File: config.mk
export PLATFORM = sky130hd
export DESIGN_NAME = phase_fold_meter
export DESIGN_NICKNAME = d
export VERILOG_FILES = /design/src/rtl/pfm_pkg.sv /design/src/rtl/pfm_sync.sv /design/src/rtl/pfm_quadrant.sv /design/src/rtl/pfm_interval.sv /design/src/rtl/pfm_scale.sv /design/src/rtl/phase_fold_meter.sv
export SDC_FILE = /design/constraint.sdc
export NUM_CORES = 1
export LEC_CHECK = 0
export BUFFER_PORTS_ARGS = -buffer_cell sky130_fd_sc_hd__buf_2
export CAP_MARGIN = 20
export CORE_ASPECT_RATIO = 0.9
export CORE_MARGIN = 2
export CORE_UTILIZATION = 30
export DETAILED_ROUTE_END_ITERATION = 12
export GPL_TIMING_DRIVEN = 0
export PLACE_DENSITY_LB_ADDON = 0.1
export SLEW_MARGIN = 20
export SYNTH_ARGS = -nofsm -noshare
export SYNTH_HDL_FRONTEND = slang
export SYNTH_HIERARCHICAL = 1
export SYNTH_SLANG_ARGS = --single-unit
File: constraint.sdc
create_clock -name clk -period 8.24 [get_ports clk]
set_input_delay 0.412 -clock clk [delete_from_list [all_inputs] [get_ports clk]]
set_output_delay 0.412 -clock clk [all_outputs]
set_load 0.03 [all_outputs]
File: src/rtl/pfm_pkg.sv
package pfm_pkg;

  // Tenths of a degree in a full turn and in half a turn.
  localparam int unsigned TENTHS_FULL = 3600;
  localparam int unsigned TENTHS_HALF = 1800;

  // Bits needed to hold TENTHS_FULL.
  localparam int unsigned SCALE_W = 12;

  typedef enum logic {
    SC_IDLE = 1'b0,
    SC_RUN  = 1'b1
  } sc_state_e;

endpackage

File: src/rtl/pfm_sync.sv
// Multi-bit level synchronizer; each bit is independent.
module pfm_sync #(
  parameter int WIDTH  = 2,
  parameter int STAGES = 2
) (
  input  logic             clk,
  input  logic             rst_n,
  input  logic [WIDTH-1:0] din,
  output logic [WIDTH-1:0] dout
);

  logic [STAGES-1:0][WIDTH-1:0] stg_q;
  logic [STAGES-1:0][WIDTH-1:0] stg_d;

  generate
    if (STAGES == 1) begin : g_single
      always_comb stg_d = din;
    end else begin : g_chain
      always_comb stg_d = {stg_q[STAGES-2:0], din};
    end
  endgenerate

  always_ff @(posedge clk or negedge rst_n) begin
    if (!rst_n) begin
      stg_q <= '0;
    end else begin
      stg_q <= stg_d;
    end
  end

  assign dout = stg_q[STAGES-1];

endmodule

File: src/rtl/pfm_quadrant.sv
// Measures the fraction of a reference period during which the two
// channels disagree and decides whether the magnitude is below 90 degrees.
module pfm_quadrant #(
  parameter int CNT_W = 12
) (
  input  logic             clk,
  input  logic             rst_n,
  input  logic             a_rise,
  input  logic             a_lvl,
  input  logic             b_lvl,
  input  logic [CNT_W-1:0] per_now,
  output logic             quad,
  output logic             flip
);

  localparam logic [CNT_W-1:0] X_MAX = '1;

  logic [CNT_W-1:0] xcnt_q, xcnt_d;
  logic             armed_q, armed_d;
  logic             quad_q, quad_d;
  logic             diff;
  logic             q_meas;
  logic             upd;

  always_comb begin
    diff   = a_lvl ^ b_lvl;
    // Disagreement below half the period means |phase| < 90 degrees.
    q_meas = {xcnt_q, 1'b0} < {1'b0, per_now};
    upd    = a_rise & armed_q;
    flip   = upd & (q_meas != quad_q);

    if (a_rise) begin
      xcnt_d = CNT_W'(diff);
    end else if (xcnt_q == X_MAX) begin
      xcnt_d = xcnt_q;
    end else begin
      xcnt_d = xcnt_q + CNT_W'(diff);
    end

    armed_d = armed_q | a_rise;
    quad_d  = upd ? q_meas : quad_q;
  end

  always_ff @(posedge clk or negedge rst_n) begin
    if (!rst_n) begin
      xcnt_q  <= '0;
      armed_q <= 1'b0;
      quad_q  <= 1'b1;
    end else begin
      xcnt_q  <= xcnt_d;
      armed_q <= armed_d;
      quad_q  <= quad_d;
    end
  end

  assign quad = quad_q;

endmodule

File: src/rtl/pfm_interval.sv
// Start/stop timing core: the reference edge starts the count, the folded
// second channel's edge stops it. Snapshots are taken at each reference edge.
module pfm_interval #(
  parameter int CNT_W = 12
) (
  input  logic             clk,
  input  logic             rst_n,
  input  logic             a_rise,
  input  logic             bf_lvl,
  output logic [CNT_W-1:0] per_now,
  output logic [CNT_W-1:0] snap_per,
  output logic [CNT_W-1:0] snap_dly,
  output logic             snap_seen
);

  localparam logic [CNT_W-1:0] C_MAX = {{(CNT_W-1){1'b1}}, 1'b0};

  logic [CNT_W-1:0] cnt_q, cnt_d;
  logic [CNT_W-1:0] dly_q, dly_d;
  logic             seen_q, seen_d;
  logic             bfp_q;
  logic             bf_rise;
  logic [CNT_W-1:0] sper_q, sper_d;
  logic [CNT_W-1:0] sdly_q, sdly_d;
  logic             sseen_q, sseen_d;

  always_comb begin
    bf_rise = bf_lvl & ~bfp_q;
    per_now = cnt_q + CNT_W'(1);

    if (a_rise) begin
      cnt_d = '0;
    end else if (cnt_q == C_MAX) begin
      cnt_d = cnt_q;
    end else begin
      cnt_d = cnt_q + CNT_W'(1);
    end

    dly_d  = dly_q;
    seen_d = seen_q;
    if (a_rise) begin
      seen_d = bf_rise;
      if (bf_rise) begin
        dly_d = '0;
      end
    end else if (bf_rise) begin
      dly_d  = cnt_q + CNT_W'(1);
      seen_d = 1'b1;
    end

    sper_d  = a_rise ? per_now : sper_q;
    sdly_d  = a_rise ? dly_q   : sdly_q;
    sseen_d = a_rise ? seen_q  : sseen_q;
  end

  always_ff @(posedge clk or negedge rst_n) begin
    if (!rst_n) begin
      cnt_q   <= '0;
      dly_q   <= '0;
      seen_q  <= 1'b0;
      bfp_q   <= 1'b0;
      sper_q  <= '0;
      sdly_q  <= '0;
      sseen_q <= 1'b0;
    end else begin
      cnt_q   <= cnt_d;
      dly_q   <= dly_d;
      seen_q  <= seen_d;
      bfp_q   <= bf_lvl;
      sper_q  <= sper_d;
      sdly_q  <= sdly_d;
      sseen_q <= sseen_d;
    end
  end

  assign snap_per  = sper_q;
  assign snap_dly  = sdly_q;
  assign snap_seen = sseen_q;

endmodule

File: src/rtl/pfm_scale.sv
// Converts an edge delay and a period into signed tenths of a degree with a
// serial restoring divider (one quotient bit per cycle).
module pfm_scale
  import pfm_pkg::*;
#(
  parameter int CNT_W = 12,
  parameter int PH_W  = 12
) (
  input  logic                   clk,
  input  logic                   rst_n,
  input  logic                   start,
  input  logic [CNT_W-1:0]       per,
  input  logic [CNT_W-1:0]       dly,
  output logic                   done,
  output logic signed [PH_W-1:0] folded
);

  localparam int NUM_W  = CNT_W + SCALE_W;
  localparam int STEP_W = $clog2(NUM_W);
  localparam logic [STEP_W-1:0] LAST = STEP_W'(NUM_W - 1);

  sc_state_e         st_q, st_d;
  logic [NUM_W-1:0]  num_q, num_d;
  logic [CNT_W-1:0]  rem_q, rem_d;
  logic [PH_W-1:0]   quo_q, quo_d;
  logic [CNT_W-1:0]  per_q, per_d;
  logic              neg_q, neg_d;
  logic [STEP_W-1:0] step_q, step_d;
  logic              done_q, done_d;

  logic              neg_in;
  logic [CNT_W-1:0]  mag_in;
  logic [NUM_W-1:0]  prod_in;
  logic [CNT_W:0]    rem_sh;
  logic              ge;
  logic signed [PH_W-1:0] quo_s;

  always_comb begin
    // A stop edge in the second half of the period is a lead.
    neg_in  = {dly, 1'b0} >= {1'b0, per};
    mag_in  = neg_in ? (per - dly) : dly;
    prod_in = NUM_W'(mag_in) * NUM_W'(TENTHS_FULL);

    rem_sh = {rem_q, num_q[NUM_W-1]};
    ge     = rem_sh >= {1'b0, per_q};

    st_d   = st_q;
    num_d  = num_q;
    rem_d  = rem_q;
    quo_d  = quo_q;
    per_d  = per_q;
    neg_d  = neg_q;
    step_d = step_q;
    done_d = 1'b0;

    case (st_q)
      SC_IDLE: begin
        if (start) begin
          st_d   = SC_RUN;
          num_d  = prod_in;
          rem_d  = '0;
          quo_d  = '0;
          per_d  = per;
          neg_d  = neg_in;
          step_d = '0;
        end
      end
      SC_RUN: begin
        num_d = {num_q[NUM_W-2:0], 1'b0};
        rem_d = ge ? CNT_W'(rem_sh - {1'b0, per_q}) : rem_sh[CNT_W-1:0];
        quo_d = {quo_q[PH_W-2:0], ge};
        if (step_q == LAST) begin
          st_d   = SC_IDLE;
          done_d = 1'b1;
        end else begin
          step_d = step_q + STEP_W'(1);
        end
      end
      default: st_d = SC_IDLE;
    endcase
  end

  always_ff @(posedge clk or negedge rst_n) begin
    if (!rst_n) begin
      st_q   <= SC_IDLE;
      num_q  <= '0;
      rem_q  <= '0;
      quo_q  <= '0;
      per_q  <= '0;
      neg_q  <= 1'b0;
      step_q <= '0;
      done_q <= 1'b0;
    end else begin
      st_q   <= st_d;
      num_q  <= num_d;
      rem_q  <= rem_d;
      quo_q  <= quo_d;
      per_q  <= per_d;
      neg_q  <= neg_d;
      step_q <= step_d;
      done_q <= done_d;
    end
  end

  assign quo_s  = quo_q;
  assign folded = neg_q ? -quo_s : quo_s;
  assign done   = done_q;

endmodule

File: src/rtl/phase_fold_meter.sv
module phase_fold_meter
  import pfm_pkg::*;
#(
  parameter int CNT_W       = 12,
  parameter int PH_W        = 12,
  parameter int SYNC_STAGES = 2
) (
  input  logic                   clk,
  input  logic                   rst_n,
  input  logic                   a_in,
  input  logic                   b_in,
  output logic signed [PH_W-1:0] phase_o,
  output logic                   quad_o,
  output logic                   valid_o
);

  localparam logic signed [PH_W:0] HALF_S = (PH_W+1)'(TENTHS_HALF);

  // Reset: asserted asynchronously, released on the clock.
  logic [1:0] rsync_q;
  logic       rst_core_n;

  always_ff @(posedge clk or negedge rst_n) begin
    if (!rst_n) begin
      rsync_q <= '0;
    end else begin
      rsync_q <= {rsync_q[0], 1'b1};
    end
  end
  assign rst_core_n = rsync_q[1];

  logic [1:0]       lvl;
  logic             a_lvl, b_lvl, a_prev_q, a_rise;
  logic [CNT_W-1:0] per_now;
  logic             quad_q, q_flip;
  logic             bf_lvl;
  logic [CNT_W-1:0] snap_per, snap_dly;
  logic             snap_seen;
  logic             go;
  logic             sc_done;
  logic signed [PH_W-1:0] folded;

  pfm_sync #(.WIDTH(2), .STAGES(SYNC_STAGES)) u_sync (
    .clk   (clk),
    .rst_n (rst_core_n),
    .din   ({b_in, a_in}),
    .dout  (lvl)
  );

  assign a_lvl  = lvl[0];
  assign b_lvl  = lvl[1];
  assign a_rise = a_lvl & ~a_prev_q;

  pfm_quadrant #(.CNT_W(CNT_W)) u_quad (
    .clk     (clk),
    .rst_n   (rst_core_n),
    .a_rise  (a_rise),
    .a_lvl   (a_lvl),
    .b_lvl   (b_lvl),
    .per_now (per_now),
    .quad    (quad_q),
    .flip    (q_flip)
  );

  // Channel B is passed as is below 90 degrees, inverted above.
  assign bf_lvl = b_lvl ^ ~quad_q;

  pfm_interval #(.CNT_W(CNT_W)) u_intv (
    .clk       (clk),
    .rst_n     (rst_core_n),
    .a_rise    (a_rise),
    .bf_lvl    (bf_lvl),
    .per_now   (per_now),
    .snap_per  (snap_per),
    .snap_dly  (snap_dly),
    .snap_seen (snap_seen)
  );

  pfm_scale #(.CNT_W(CNT_W), .PH_W(PH_W)) u_scale (
    .clk    (clk),
    .rst_n  (rst_core_n),
    .start  (go),
    .per    (snap_per),
    .dly    (snap_dly),
    .done   (sc_done),
    .folded (folded)
  );

  // Period bookkeeping and fold correction.
  logic [1:0]             rises_q, rises_d;
  logic                   dirty_q, dirty_d;
  logic                   start_q, start_d;
  logic                   inv_q, inv_d;
  logic signed [PH_W-1:0] phase_q, phase_d;
  logic                   valid_q, valid_d;
  logic signed [PH_W:0]   fx, corr;

  always_comb begin
    rises_d = (a_rise && rises_q != 2'd3) ? rises_q + 2'd1 : rises_q;
    dirty_d = a_rise ? q_flip : dirty_q;
    start_d = a_rise & (rises_q >= 2'd2) & ~dirty_q;
    inv_d   = a_rise ? ~quad_q : inv_q;
    go      = start_q & snap_seen;

    fx = {folded[PH_W-1], folded};
    if (!inv_q) begin
      corr = fx;
    end else if (fx <= 0) begin
      corr = fx + HALF_S;
    end else begin
      corr = fx - HALF_S;
    end

    phase_d = sc_done ? PH_W'(corr) : phase_q;
    valid_d = sc_done;
  end

  always_ff @(posedge clk or negedge rst_core_n) begin
    if (!rst_core_n) begin
      a_prev_q <= 1'b0;
      rises_q  <= '0;
      dirty_q  <= 1'b0;
      start_q  <= 1'b0;
      inv_q    <= 1'b0;
      phase_q  <= '0;
      valid_q  <= 1'b0;
    end else begin
      a_prev_q <= a_lvl;
      rises_q  <= rises_d;
      dirty_q  <= dirty_d;
      start_q  <= start_d;
      inv_q    <= inv_d;
      phase_q  <= phase_d;
      valid_q  <= valid_d;
    end
  end

  assign phase_o = phase_q;
  assign quad_o  = quad_q;
  assign valid_o = valid_q;

endmodule


# Word-level counts from Yosys, hierarchy flattened
# Index checks and enable logic that the tools add are counted.
dict set report op_classes {
  add_sub_neg 9
  multipliers 1
  n_lt_le_gt_ge 5
  n_eq_ne 9
  n_mux 27
  n_bitwise 15
  reduce_logical 4
}
# op count
set ops {}
lappend ops {{2-to-1 mux 12 bit} 13}
lappend ops {{one-hot mux 12 bit (2 select lines)} 2}
lappend ops {{one-hot mux 24 bit (2 select lines)} 1}
lappend ops {{>= comparator 13 x 12 -> 1 bit} 2}
lappend ops {{equality test 12 bit (second input constant)} 2}
lappend ops {{2-to-1 mux 24 bit} 1}
lappend ops {{subtractor 12 bit} 2}
lappend ops {{multiplier 12 x 8 -> 20 bit (second input constant)} 1}
lappend ops {{less-than comparator 13 x 12 -> 1 bit} 1}
lappend ops {{adder 12 x 1 -> 12 bit} 1}
lappend ops {{adder 12 x 1 -> 12 bit (second input constant)} 1}
lappend ops {{adder 12 bit (second input constant)} 1}
lappend ops {{less-or-equal comparator 12 x 1 -> 1 bit (second input constant)} 1}
lappend ops {{negation 12 bit} 1}
lappend ops {{subtractor 12 bit (second input constant)} 1}
lappend ops {{2-to-1 mux 5 bit} 2}
lappend ops {{!= test 2 bit (second input constant)} 5}
lappend ops {{one-hot mux 5 bit (2 select lines)} 1}
lappend ops {{AND 1 bit} 7}
lappend ops {{2-to-1 mux 1 bit} 6}
lappend ops {{adder 5 x 1 -> 5 bit (second input constant)} 1}
lappend ops {{equality test 5 bit (second input constant)} 1}
lappend ops {{NOT 1 bit} 5}
lappend ops {{AND reduction 2 bit} 2}
lappend ops {{other kinds (8)} 9}
dict set report word_totals {
  ff_bits 158
  in_bits 4
  output_inout_bits 14
  elab_cells 98
}

# Depth between registers and ports, before layout
dict set report logic_depth {
  ltp_word 5
  ltp_mapped 25
  depth_no_buf 25
}

# Cells and area by module
# Netlist, hierarchy kept.
# mod n_inst cells_each area_each_um2 seq_area_each_um2
set by_module_without_submodules {}
lappend by_module_without_submodules {pfm_scale 1 687 6094.6 1601.5}
lappend by_module_without_submodules {pfm_interval 1 178 2058.2 1276.2}
lappend by_module_without_submodules {phase_fold_meter 1 128 1261.2 525.5}
lappend by_module_without_submodules {pfm_quadrant 1 107 1021.0 351.6}
lappend by_module_without_submodules {pfm_sync 1 4 100.1 100.1}

# Least setup slack after synthesis
# Ideal clock, no wire load.
dict set report synth_timing {
  kind {reg2reg}
  start {register u_intv.sdly_q[5] (netlist: u_intv/snap_dly[5])}
  end {register u_scale.num_q[23]}
  setup_time_ns 0.136
  arrival_time_ns 5.132
  required_time_ns 8.104
  path_slack_ns 2.972
  stages_incl_launch_ff 24
  path_buffers 2
  synth_period_minus_slack_ns 5.268
  cell_sequence {dfrtp_1 ha_1 a21oi_1 o21ai_0 a2111oi_2 nand2_2 buf_6 clkbuf_1 nor2_1 a21oi_1 ha_1 or2_1 ha_1 inv_1 fa_1 inv_1 ha_1 fa_1 a21oi_1 a2bb2oi_1 a21oi_1 a221oi_1 xnor2_1 o21ai_0}
}
dict set report synth_via {
  elab_chain_cells 5
  elab_cells_between_ends 6
  cone_classes {add/sub (1); mul (1); order compare (1); mux (3)}
}
# element line
set synth_rtl {}
lappend synth_rtl {{start: declaration} pfm_interval.sv:24} ;# logic [CNT_W-1:0] sdly_q, sdly_d;
lappend synth_rtl {{start signal: assignment} pfm_interval.sv:71} ;# sdly_q <= sdly_d;
lappend synth_rtl {{subtractor 12 bit / >= comparator 13 x 12 -> 1 bit (equally long branches)} {pfm_scale.sv:41, pfm_scale.sv:40}}
lappend synth_rtl {{2-to-1 mux 12 bit *} pfm_scale.sv:41} ;# mag_in = neg_in ? (per - dly) : dly;
lappend synth_rtl {{multiplier 12 x 8 -> 20 bit *} pfm_scale.sv:42} ;# prod_in = NUM_W'(mag_in) * NUM_W'(TENTHS_FULL);
lappend synth_rtl {{2-to-1 mux 24 bit *} pfm_scale.sv:58} ;# if (start) begin
lappend synth_rtl {{one-hot mux 24 bit (2 select lines) *} pfm_scale.sv:56} ;# case (st_q)
lappend synth_rtl {{end signal: assignment} pfm_scale.sv:95} ;# num_q <= num_d;
lappend synth_rtl {{end: declaration} pfm_scale.sv:23} ;# logic [NUM_W-1:0] num_q, num_d;
# Mark *: on every way between the ends. The rest lies on a longest branch, timed or not. The select of a mux whose other input is x is not followed.
# A chain may end at the register's enable or synchronous reset.

# Worst setup path after layout
dict set report layout_timing {
  start {register u_intv.sper_q[8] (netlist: u_intv/snap_per[8])}
  end {register u_scale.num_q[23]}
}
dict set report layout_via {
  elab_chain_cells 5
  elab_cells_between_ends 6
  cone_classes {add/sub (1); mul (1); order compare (1); mux (3)}
}
# element line
set layout_rtl {}
lappend layout_rtl {{start: declaration} pfm_interval.sv:23} ;# logic [CNT_W-1:0] sper_q, sper_d;
lappend layout_rtl {{start signal: assignment} pfm_interval.sv:70} ;# sper_q <= sper_d;
lappend layout_rtl {{subtractor 12 bit / >= comparator 13 x 12 -> 1 bit (equally long branches)} {pfm_scale.sv:41, pfm_scale.sv:40}}
lappend layout_rtl {{2-to-1 mux 12 bit *} pfm_scale.sv:41}
lappend layout_rtl {{multiplier 12 x 8 -> 20 bit *} pfm_scale.sv:42}
lappend layout_rtl {{2-to-1 mux 24 bit *} pfm_scale.sv:58}
lappend layout_rtl {{one-hot mux 24 bit (2 select lines) *} pfm_scale.sv:56}
# Marks and branches as above.

==> impl_metrics.json <==
{
  "dp_hpwl_um": 20200,
  "synth_compound_area_share_pct": 14.9,
  "detail-route-antenna-nets": 0,
  "core-area_sq_mm": 0.0348,
  "hold_viol": 0,
  "tns_ns": 0,
  "max_freq_ghz": 0.160,
  "fin_crit_sh_pct": 75.9,
  "placementRows": 65,
  "root_buffer": "clkbuf_16",
  "yosys.area.top_type_share_pct": 36.3,
  "ir_drop_v": 0.000153,
  "power_density_mw_per_mm2": 350,
  "die_h_um": 182,
  "worstPathCellList": "inv_1, ha_1, a21oi_1, o21ai_0, a2111oi_2, nand2_2, buf_6, clkbuf_1, nor2_1, a21oi_1, ha_1, or2_1, ha_1, inv_1, fa_1, inv_1, ha_1, fa_1, a21oi_1, a2bb2oi_1, a21oi_1, a221oi_1, xnor2_1, o21ai_0",
  "crit_required_ns": 8.54,
  "synthAdderAreaFrac_pct": 15.9,
  "num_antenna_cells": 0,
  "yosys_register_bits": 154,
  "cts.sinks": 154,
  "grt-ovfl-total": 0,
  "cts_buffers": 17,
  "wl_per_cell_um": 16.1,
  "post-cts-setup-buffers": 0,
  "finalWirelength_um": 26100,
  "synth_area_leaders": "dfrtp_1, ha_1, mux2i_1",
  "drtIter0Drc": 435,
  "final_cell_mix": "dfrtp_1, ha_1, inv_1, nand2_1, nor2_1",
  "fin_crit_ns": 6.26,
  "synth-xor-area-share_pct": 6.25,
  "slowest_stage": "a2111oi_2",
  "dp.cells": 1593,
  "tightest_slew_ns": 0.742,
  "areaGrowthSynthToFinish_pct": 12.8,
  "drt_first_pass_iters": 5,
  "clk_latency_ns": 0.44,
  "grtUsageTotal_pct": 15.1,
  "max_stage_delay_ns": 0.50,
  "yosysTopAreaCell": "dfrtp_1",
  "syn-cell-area_sq_mm": 0.0105,
  "viasPerCell": 4.78,
  "start_util_pct": 30.3,
  "grt_pass1_wl_um": 43500,
  "path_class": "flip-flop to flip-flop",
  "die_area_sq_mm": 0.0366,
  "worstHoldPathType": "primary input to flip-flop",
  "synthMuxAreaShare_pct": 6.73,
  "slew_headroom_pct": 50.5,
  "clkTransAtPathRegs_ns": 0.07,
  "status": "complete, no violations",
  "final_cells": 1625,
  "maxCapViolCount": 0,
  "critPathCaptureType": "flip-flop",
  "synth_cells": 1104,
  "worst_setup_path_start_kind": "flip-flop",
  "drive_above_1_share_pct": 9.34,
  "synth_edf_count": 0,
  "synth_ff_type": "dfrtp_1",
  "io_buffers": 17,
  "syn_nets": 1233,
  "syn_avg_cell_area_sq_um": 9.54,
  "worstPathArrival_ns": 6.56,
  "clock_path_buffers": 2,
  "boundaryPins": 18,
  "grt_max_degree": 50,
  "rsz0062_at_grt": "no",
  "clock_skew_ns": 0.0114,
  "slew_violations": 0,
  "gp_congestion": 0.793,
  "antenna_found_initial": 0,
  "synth_top_family_by_area": "adder cells",
  "die_w_um": 202,
  "worst-path-max-fanout": 10,
  "grt_pass1_vias": 7720,
  "power.total_uw": 4160,
  "cts_tree": "done",
  "fin_nets": 1273,
  "p_leak_uw": 0.00566,
  "drc": 0,
  "ys_types": 81,
  "ys_seq_area_share_pct": 36.6,
  "cts.htree.levels": 4,
  "finalSetupViolations": 0,
  "yosys.area_share.simple_pct": 14.4,
  "via_count": 7767,
  "final_common_cell": "dfrtp_1",
  "synthArstFlopShare_pct": 100,
  "yosysWarningCount": 6
}
==> cell type report <==
type | count | area, sq um
Fill cell | 3688 | 22900
Sequential cell | 154 | 3860
Clock inverter | 11 | 149
Tap cell | 469 | 587
Multi-Input combinational cell | 812 | 6140
Inverter | 96 | 360
Clock buffer | 20 | 437
Buffer | 42 | 184
Timing Repair Buffer | 21 | 170
==> state kept, by name, summed over array words and instances, names as in the netlist, 2 cells and up <==
signal,cells
rsync_q,2
u_sync/dout,2
u_scale/per_q,12
u_sync/stg_d,2
u_intv/cnt_q,12
phase_o,12
u_scale/num_q,20
u_quad/xcnt_q,12
u_scale/rem_q,12
rises_q,2
u_intv/snap_per,12
u_scale/quo_q,12
u_intv/snap_dly,12
u_intv/dly_q,12
u_scale/step_q,5
==> stage by stage <==
step                setup slack [ns]  hold slack [ns]  cell area [sq um]  utilization (%)
finish                          1.98           0.0705              11900             34.1
global route                    1.55           0.0425              11900             34.1
CTS                             1.97           0.0486              11900             34.1
detailed placement              2.02            0.199              11300             32.4
global placement                1.21            0.198              11200             32.2
floorplan                       2.97            0.116              10500                -
==> critical path, delay by kind of cell, from the launching register on <==
kind,cells,cell delay (ns)
AOI/OAI and AO/OA,9,2.07
adders and majority gates,6,2.12
xor gates and xnor gates,1,0.24
and+or+nand+nor,3,0.61
buffers and inverters,5,0.65
DFF,1,0.42
==> kinds of logic (layout without fill, tap and decap cells) <==
logic type | after synthesis | count (layout)
fa+ha+maj | 126 | 126
compound gates | 246 | 246
other cells | 1 | 1
mux | 67 | 67
flops | 154 | 154
simple gates | 299 | 299
xor+xnor | 73 | 73
buf+inv | 138 | 190
==> cells in the mapped netlist (all sizes together), types with 16 or more instances <==
library cell and n:
nand4 16, xor2 28, clkbuf 29, xnor2 45, o21ai 82, nand2b 26, nand3 19, a21oi 62
ha 111, inv 95, nand2 84, a21o 24, mux2i 39, dfrtp 153, mux2 28, nor2 76
==> report_power, final <==
part / internal [uW] / switching (uW)
Sequential: 995 / 204
Combinational: 943 / 1220
Clock: 475 / 329
==> layer usage <==
| metal | vias to the layer above | global-route usage (%) | share of wire (%) |
|---|---|---|---|
| met5 | - | 0 | 0 |
| met4 | 0 | 3.03 | 0.70 |
| met3 | 14 | 3.14 | 2.3 |
| met2 | 59 | 21.9 | 42 |
| met1 | 3756 | 22.8 | 55 |
| li1 | 3938 | - | - |
==> what timing repair did <==
item | in CTS | in global routing
resized for setup | 0 | 0
hold endpoints to repair | 2 | 0
hold buffers | 1 | 0
==> final timing paths <==
check / depth (start not counted) / slack (ns) / endpoint / from
setup / recovery: 24 / 1.98 / u_scale/num_q[23] / u_intv/snap_per[8]
max in group asynchronous: 2 / 7.15 / u_scale/rem_q[11] / rsync_q[1]
hold / removal: 1 / 0.07 / u_sync/stg_d[2] / a_in
setup reg to reg: 24 / 1.98 / u_scale/num_q[23] / u_intv/snap_per[8]
min in group asynchronous: 0 / 0.26 / u_intv/snap_dly[10] / rsync_q[1]
hold reg to reg: 0 / 0.26 / u_intv/snap_dly[10] / rsync_q[1]
Note: power is estimated with default switching activity, not from simulation.
